`src/rtl/pcm_port_pkg.sv`:
```
package pcm_port_pkg;

    typedef enum logic [1:0] {
        CLKSEL_1544  = 2'b00,
        CLKSEL_1536  = 2'b01,
        CLKSEL_2048  = 2'b10,
        CLKSEL_2048B = 2'b11
    } clk_rate_e;

    localparam logic [1:0] GAIN_SEL_PWRDN = 2'b00;

    function automatic int unsigned max3(input int unsigned a, input int unsigned b,
                                         input int unsigned c);
        int unsigned m;
        m = (a > b) ? a : b;
        return (m > c) ? m : c;
    endfunction

endpackage

```
`src/rtl/pcm_fs_watch.sv`:
```
// Frame-sync edge detector and low-time standby timer for one direction.
module pcm_fs_watch #(
    parameter int unsigned CW = 20
) (
    input  logic          clk_i,
    input  logic          rst_ni,
    input  logic          fs_i,
    input  logic [CW-1:0] term_i,
    output logic          fs_rise_o,
    output logic          standby_o
);

    typedef struct packed {
        logic          fs;
        logic [CW-1:0] cnt;
        logic          standby;
    } watch_t;

    watch_t q, d;

    always_comb begin
        d    = q;
        d.fs = fs_i;
        if (fs_i) begin
            d.cnt     = '0;
            d.standby = 1'b0;
        end else begin
            d.cnt     = (q.cnt >= term_i) ? q.cnt : q.cnt + CW'(1);
            d.standby = q.standby | (q.cnt >= term_i - CW'(1));
        end
    end

    always_ff @(posedge clk_i or negedge rst_ni) begin
        if (!rst_ni) begin
            q <= '0;
        end else begin
            q <= d;
        end
    end

    assign fs_rise_o = fs_i & ~q.fs;
    assign standby_o = q.standby;

endmodule

```
`src/rtl/pcm_tx_slot.sv`:
```
// Transmit slot: parallel load on frame-sync rise, MSB-first shift-out.
module pcm_tx_slot #(
    parameter int unsigned W  = 8,
    parameter int unsigned CW = 20
) (
    input  logic          clk_i,
    input  logic          rst_ni,
    input  logic          fs_i,
    input  logic [CW-1:0] term_i,
    input  logic          pwrdn_i,
    input  logic [W-1:0]  sample_i,
    output logic          sdo_o,
    output logic          oe_o,
    output logic          strobe_n_o,
    output logic          standby_o
);

    localparam int unsigned BW = (W > 1) ? $clog2(W) : 1;

    typedef struct packed {
        logic          active;
        logic [BW-1:0] cnt;
        logic [W-1:0]  sr;
    } tx_t;

    tx_t  q, d;
    logic fs_rise;

    pcm_fs_watch #(.CW(CW)) watch_i (
        .clk_i     (clk_i),
        .rst_ni    (rst_ni),
        .fs_i      (fs_i),
        .term_i    (term_i),
        .fs_rise_o (fs_rise),
        .standby_o (standby_o)
    );

    always_comb begin
        d = q;
        if (pwrdn_i) begin
            d.active = 1'b0;
        end else if (fs_rise) begin
            d.active = 1'b1;
            d.cnt    = '0;
            d.sr     = sample_i;
        end else if (q.active) begin
            if (q.cnt == BW'(W - 1)) begin
                d.active = 1'b0;
            end else begin
                d.cnt = q.cnt + BW'(1);
                d.sr  = q.sr << 1;
            end
        end
    end

    always_ff @(posedge clk_i or negedge rst_ni) begin
        if (!rst_ni) begin
            q <= '0;
        end else begin
            q <= d;
        end
    end

    assign sdo_o      = q.active & q.sr[W-1];
    assign oe_o       = q.active;
    assign strobe_n_o = ~q.active;

endmodule

```
`src/rtl/pcm_rx_slot.sv`:
```
// Receive slot: MSB-first shift-in, parallel hold register and valid pulse.
// Clocked by the inverted master clock, so every register moves on falling edges.
module pcm_rx_slot #(
    parameter int unsigned W  = 8,
    parameter int unsigned CW = 20
) (
    input  logic          clk_i,
    input  logic          rst_ni,
    input  logic          fs_i,
    input  logic [CW-1:0] term_i,
    input  logic          pwrdn_i,
    input  logic          sdi_i,
    output logic [W-1:0]  data_o,
    output logic          valid_o,
    output logic          standby_o
);

    localparam int unsigned BW = (W > 1) ? $clog2(W) : 1;

    typedef struct packed {
        logic          active;
        logic [BW-1:0] cnt;
        logic [W-1:0]  sr;
        logic [W-1:0]  data;
        logic          valid;
    } rx_t;

    rx_t        q, d;
    logic       fs_rise;
    logic [W-1:0] sr_next;

    pcm_fs_watch #(.CW(CW)) watch_i (
        .clk_i     (clk_i),
        .rst_ni    (rst_ni),
        .fs_i      (fs_i),
        .term_i    (term_i),
        .fs_rise_o (fs_rise),
        .standby_o (standby_o)
    );

    assign sr_next = {q.sr[W-2:0], sdi_i};

    always_comb begin
        d       = q;
        d.valid = 1'b0;
        if (pwrdn_i) begin
            d.active = 1'b0;
        end else if (fs_rise) begin
            d.active = 1'b1;
            d.cnt    = BW'(1);
            d.sr     = {{(W-1){1'b0}}, sdi_i};
        end else if (q.active) begin
            d.sr = sr_next;
            if (q.cnt == BW'(W - 1)) begin
                d.active = 1'b0;
                d.data   = sr_next;
                d.valid  = 1'b1;
            end else begin
                d.cnt = q.cnt + BW'(1);
            end
        end
    end

    always_ff @(posedge clk_i or negedge rst_ni) begin
        if (!rst_ni) begin
            q <= '0;
        end else begin
            q <= d;
        end
    end

    assign data_o  = q.data;
    assign valid_o = q.valid;

endmodule

```
`src/rtl/pcm_slot_port.sv`:
```
module pcm_slot_port
    import pcm_port_pkg::*;
#(
    parameter int unsigned W            = 8,
    parameter int unsigned TIMEOUT_MS   = 300,
    parameter int unsigned KHZ_RATE_HI  = 2048,
    parameter int unsigned KHZ_RATE_MID = 1544,
    parameter int unsigned KHZ_RATE_LO  = 1536
) (
    input  logic         clk_i,
    input  logic         rst_ni,
    input  logic [1:0]   clk_sel_i,
    input  logic         law_sel_i,
    input  logic [1:0]   gain_sel_i,
    input  logic         fsx_i,
    input  logic         fsr_i,
    input  logic [W-1:0] tx_sample_i,
    output logic         pcm_out_o,
    output logic         pcm_oe_o,
    output logic         tsx_n_o,
    input  logic         pcm_in_i,
    output logic [W-1:0] rx_sample_o,
    output logic         rx_valid_o,
    output logic         tx_standby_o,
    output logic         rx_standby_o,
    output logic         alaw_o,
    output logic [1:0]   gain_o,
    output logic         pwrdn_o
);

    localparam int unsigned TERM_HI  = TIMEOUT_MS * KHZ_RATE_HI;
    localparam int unsigned TERM_MID = TIMEOUT_MS * KHZ_RATE_MID;
    localparam int unsigned TERM_LO  = TIMEOUT_MS * KHZ_RATE_LO;
    localparam int unsigned TERM_MAX = max3(TERM_HI, TERM_MID, TERM_LO);
    localparam int unsigned CW       = $clog2(TERM_MAX + 1);

    typedef struct packed {
        logic          law;
        logic [1:0]    gain;
        logic          pwrdn;
        logic [CW-1:0] term;
    } mode_t;

    mode_t q, d;
    logic  rx_clk;

    always_comb begin
        d       = q;
        d.law   = law_sel_i;
        d.gain  = gain_sel_i;
        d.pwrdn = (gain_sel_i == GAIN_SEL_PWRDN);
        case (clk_rate_e'(clk_sel_i))
            CLKSEL_1544: d.term = CW'(TERM_MID);
            CLKSEL_1536: d.term = CW'(TERM_LO);
            default:     d.term = CW'(TERM_HI);
        endcase
    end

    always_ff @(posedge clk_i or negedge rst_ni) begin
        if (!rst_ni) begin
            q <= '{law: 1'b0, gain: 2'b11, pwrdn: 1'b0, term: CW'(TERM_HI)};
        end else begin
            q <= d;
        end
    end

    assign rx_clk = ~clk_i;

    pcm_tx_slot #(.W(W), .CW(CW)) tx_i (
        .clk_i      (clk_i),
        .rst_ni     (rst_ni),
        .fs_i       (fsx_i),
        .term_i     (q.term),
        .pwrdn_i    (q.pwrdn),
        .sample_i   (tx_sample_i),
        .sdo_o      (pcm_out_o),
        .oe_o       (pcm_oe_o),
        .strobe_n_o (tsx_n_o),
        .standby_o  (tx_standby_o)
    );

    pcm_rx_slot #(.W(W), .CW(CW)) rx_i (
        .clk_i     (rx_clk),
        .rst_ni    (rst_ni),
        .fs_i      (fsr_i),
        .term_i    (q.term),
        .pwrdn_i   (q.pwrdn),
        .sdi_i     (pcm_in_i),
        .data_o    (rx_sample_o),
        .valid_o   (rx_valid_o),
        .standby_o (rx_standby_o)
    );

    assign alaw_o  = q.law;
    assign gain_o  = q.gain;
    assign pwrdn_o = q.pwrdn;

endmodule

```
`config.mk`:
```
export PLATFORM = sky130hd
export DESIGN_NAME = pcm_slot_port
export DESIGN_NICKNAME = d
export VERILOG_FILES = /design/src/rtl/pcm_port_pkg.sv /design/src/rtl/pcm_fs_watch.sv /design/src/rtl/pcm_tx_slot.sv /design/src/rtl/pcm_rx_slot.sv /design/src/rtl/pcm_slot_port.sv
export SDC_FILE = /design/constraint.sdc
export NUM_CORES = 1
export LEC_CHECK = 0
export ABC_AREA = 1
export CORE_UTILIZATION = 45
export DETAILED_ROUTE_END_ITERATION = 8
export GPL_TIMING_DRIVEN = 0
export PLACE_DENSITY = 0.67
export SLEW_MARGIN = 15
export SYNTH_ARGS = -nofsm -noshare
export SYNTH_HDL_FRONTEND = slang
export SYNTH_SLANG_ARGS = --single-unit
export TNS_END_PERCENT = 100
```
`constraint.sdc`:
```
create_clock -name clk_i -period 2.25 [get_ports clk_i]
set_clock_uncertainty 0.15 [all_clocks]
set_input_delay 0.675 -clock clk_i [delete_from_list [all_inputs] [get_ports clk_i]]
set_output_delay 0.675 -clock clk_i [all_outputs]
set_load 0.01 [all_outputs]
```
==> out/qor.log <==
INFO  status         run_status=finished, violations left
INFO  status         failed_checks=setup timing
INFO  setup_path     startpoint=q[14]$_DFF_PN1_
INFO  setup_path     ff2ff_setup_slack=-1.02ns
INFO  synthesis      synth_common_cells=244 x nand2_1, 121 x nor2_1, 83 x nand3_1
INFO  setup_path     timing.critical_path.to=rx_i.watch_i.q[12]$_DFFE_NN0P_
INFO  synthesis      postSynth.asyncResetShare=1.00
INFO  final_layout   n_fill_cell=1230
INFO  setup_path     worst_path_maximum_fanout=10
INFO  grt            wire_length_of_the_first_global_routing_pass=23300um
INFO  synthesis      synth_top_cell_by_area=dfrtn_1
INFO  power_and_ir_drop vdd_ir_drop_max=0.000445V
INFO  grt            antenna_found_initial=0
INFO  setup_path     worst_ep_required_time=1.18ns
INFO  detailed_routing number_of_remaining_drc_errors=0
INFO  final_layout   instances_no_fill=1048
INFO  synthesis      top_cells_by_area_synth=dfrtn_1 18%, dfrtp_1 17%, nand2_1 16%
INFO  detailed_routing route.detailed.vias_per_inst=5.04
INFO  synthesis      syn_area_per_cell=7.24um^2
INFO  timing         slew_viol_final=0
INFO  grt            grt.overflow.total=0
INFO  clock_network  clock-root-buffer=clkbuf_16
INFO  setup_path     crit-reg2reg-capture=rx_i.watch_i.q[12]$_DFFE_NN0P_
INFO  floorplanning  core=12600um^2
INFO  synthesis      synthesis.instances=805
INFO  setup_path     cp-end-kind=flop
INFO  setup_path     startpoint_type_of_the_worst_setup_path=flop
INFO  clock_network  cts_made_buffers=9
INFO  clock_network  cts_max_path_buffers=2
INFO  clock_network  clock_latency_reported_for_the_late_side_of_the_worst_skew_pair=0.36ns
INFO  synthesis      synth_enable_flop_cells=0
INFO  final_layout   final-seq-area=2110um^2
INFO  synthesis      most_frequently_used_flop_master_after_synthesis=dfrtn_1
INFO  setup_path     critPathArrivalTime=2.20ns
INFO  placed_design  numPlacedInstances=1013
INFO  flow_run       max-cap-violations=0
INFO  detailed_routing detailedRoute.firstPassIterationCount=4
INFO  synthesis      syn-cell-area=5830um^2
INFO  timing         post_route_setup_tns=-36.64ns
INFO  floorplanning  die_h=116um
INFO  setup_path     worst-r2r-cell-count=12
INFO  power_and_ir_drop power-per-cell-area=562nW/um^2
INFO  floorplanning  total_i_o_pin_count=36
INFO  detailed_routing routed_wirelength=13900um
INFO  placed_design  hpwlAfterDp=9760um
INFO  clock_network  postCtsHoldBufs=0
INFO  synthesis      synth_top_cell_area_share=0.180
INFO  timing         tightestPinTransition=0.541ns
INFO  detailed_routing drt_first_iter_violations=351
INFO  detailed_routing routed_wire_length_per_instance=13.2um
INFO  final_layout   multi_input_comb_area=3460um^2
INFO  timing         timing.max_slew.rel_slack=0.639
INFO  grt            grt_usage=0.223
INFO  timing         setup_ws_final=-1.02ns
INFO  final_layout   syn2layout_area_growth=23.4%
INFO  synthesis      ys_warn_count=0
INFO  setup_path     reg2reg_from=q[14]$_DFF_PN1_
INFO  timing         setup_repair_after_global_routing_missed_its_margin=true
INFO  synthesis      synth_cell_type_count=41
INFO  floorplanning  floorplan.die_area=13400um^2
INFO  grt            grt_start_max_net_pins=49
INFO  worst_hold_path worstHoldPathType=input pin to asynchronous set/reset pin
INFO  clock_network  tritoncts=done
INFO  clock_network  cts_max_level=3
INFO  final_layout   drive_gt1_frac=0.167
INFO  clock_network  clock_sinks=84
INFO  power_and_ir_drop p_leak=3.41nW
INFO  floorplanning  starting_density=0.462
INFO  synthesis      synth.most_common_cell=nand2_1
INFO  setup_path     worstSetupPathType=flop to flop
INFO  floorplanning  num_rows=41
INFO  placed_design  place_congestion=0.871
INFO  detailed_routing vias=5278
INFO  synthesis      postSynthRegisterBits=84
INFO  grt            via_count_of_the_first_global_routing_pass=5029
INFO  synthesis      register_area_share_after_synthesis=0.361
INFO  timing         final-hold-violation-count=0
INFO  final_layout   num_antenna_cells=0
INFO  detailed_routing final_antenna_net_count=0
INFO  floorplanning  die_width=116um
INFO  synthesis      total_nets_after_synthesis=872
INFO  timing         setup_viol_count_final=52
INFO  clock_network  path_clk_slew=0.06ns
INFO  final_layout   nets=938
INFO  placed_design  port_buffers=35
## placed cells by master (no fill, tap or decap), types with 2 or more instances in the layout
cell type,count
nand4_1,5
nand2_4,2
a21boi_0,2
nor2_4,8
nor2_1,117
dfrtn_1,42
dfrtp_1,38
a22oi_1,7
buf_12,2
nor3b_1,4
clkbuf_1,5
buf_4,23
dlygate4sd2_1,2
buf_6,17
buf_1,2
inv_1,56
a21oi_1,7
nor3_1,11
ha_1,43
clkinv_4,3
a21oi_2,3
clkbuf_16,12
ha_4,6
clkinv_2,2
nor2_2,8
dfstp_2,3
nand3_1,81
buf_2,7
nand3_2,3
nand2_1,240
inv_6,3
o21ai_1,5
nor3_2,5
o21ai_0,15
clkdlybuf4s50_1,20
buf_8,3
inv_2,9
nand2_2,12
xor2_1,17
nand3_4,3
## through the flow
step | util | instance area (um^2) | hold WS (ns) | setup WS [ns] | total power, mW
floorplan | - | 5890 | 0.229 | -0.838 | 2.23
CTS | 0.554 | 7000 | 0.157 | -0.987 | 4.05
detailed placement | 0.514 | 6480 | 0.276 | -1.39 | 2.51
finish | 0.570 | 7190 | 0.141 | -1.02 | 4.04
global route | 0.570 | 7190 | 0.181 | -1.13 | 4.25
global placement | 0.512 | 6460 | 0.262 | -3.79 | 2.49
## final cells by class
class | instances | share of cell area
multi-input cells | 620 | 0.482
flip-flops and latches | 84 | 0.293
repair buffers | 59 | 0.0861
inverters | 69 | 0.0385
clock buffers | 10 | 0.0348
well taps | 172 | 0.0299
plain buffers | 28 | 0.0298
clock inverters | 6 | 0.00609
## worst max-delay path, stage by stage (launching register included)
cell and delay (ns):
dfstp_2 0.57, inv_6 0.06, ha_4 0.28, nand2_4 0.07
nor2_4 0.08, nand2_1 0.06, nor2_1 0.10, nand2_1 0.11
nand3_4 0.17, nand2_8 0.08, buf_8 0.14, nand2_1 0.06
nand2_1 0.06
## per-layer routing
layer  GRT usage  vias up  wire [um]
met5           0        -          0
met4      0.0650        0        215
met3      0.0481       17        486
met2       0.375       94       6830
met1       0.287     2460       6350
li1            -     2707          -
## registers in the layout, indices dropped and copies added (netlist names)
signal,count
rx_i.watch_i.q,21
tx_i.watch_i.q,21
rx_i.q,11
tx_i.q,11
rx_i.data_o,8
q,4
gain_o,2
alaw_o,1
pwrdn_o,1
rx_i.valid_o,1
rx_i.watch_i.standby_o,1
tx_i.oe_o,1
tx_i.watch_i.standby_o,1
## timing repair
item,4_1_cts,5_1_grt
endpoints found under the setup margin,56,73
resized for setup,78,24
cloned,1,3
hold endpoints to repair,0,0
setup buffers,10,9
pin swaps,10,11
## cells by family (layout without fill, tap and decap cells)
kind of cell / count (synthesis) / after routing / share of synthesized area
flops: 84 / 84 / 0.361
buf+inv: 101 / 172 / 0.0799
simple gates: 504 / 504 / 0.376
xor+xnor: 19 / 19 / 0.0286
compound gates: 48 / 48 / 0.0492
fa+ha+maj: 49 / 49 / 0.105
## worst min path at each step
stage	start	end	slack, ns	depth (start not counted)
floorplan	rst_ni	alaw_o$_DFF_PN0_	0.23	0
global placement	rx_i.q[17]$_DFFE_NN0P_	rx_i.q[17]$_DFFE_NN0P_	0.26	1
detailed placement	rx_i.q[13]$_DFFE_NN0P_	rx_i.q[13]$_DFFE_NN0P_	0.28	2
CTS	rst_ni	pwrdn_o$_DFF_PN0_	0.16	1
global route	rst_ni	tx_i.q[1]$_DFFE_PN0P_	0.18	1
finish	rst_ni	tx_i.q[1]$_DFFE_PN0P_	0.14	1
## report_power, final
group / total [mW] / internal, mW / switching, mW
registers: 1.78 / 1.67 / 0.108
clock network: 1.48 / 0.821 / 0.661
logic: 0.778 / 0.376 / 0.402
Note: power is estimated with default switching activity, not from simulation.
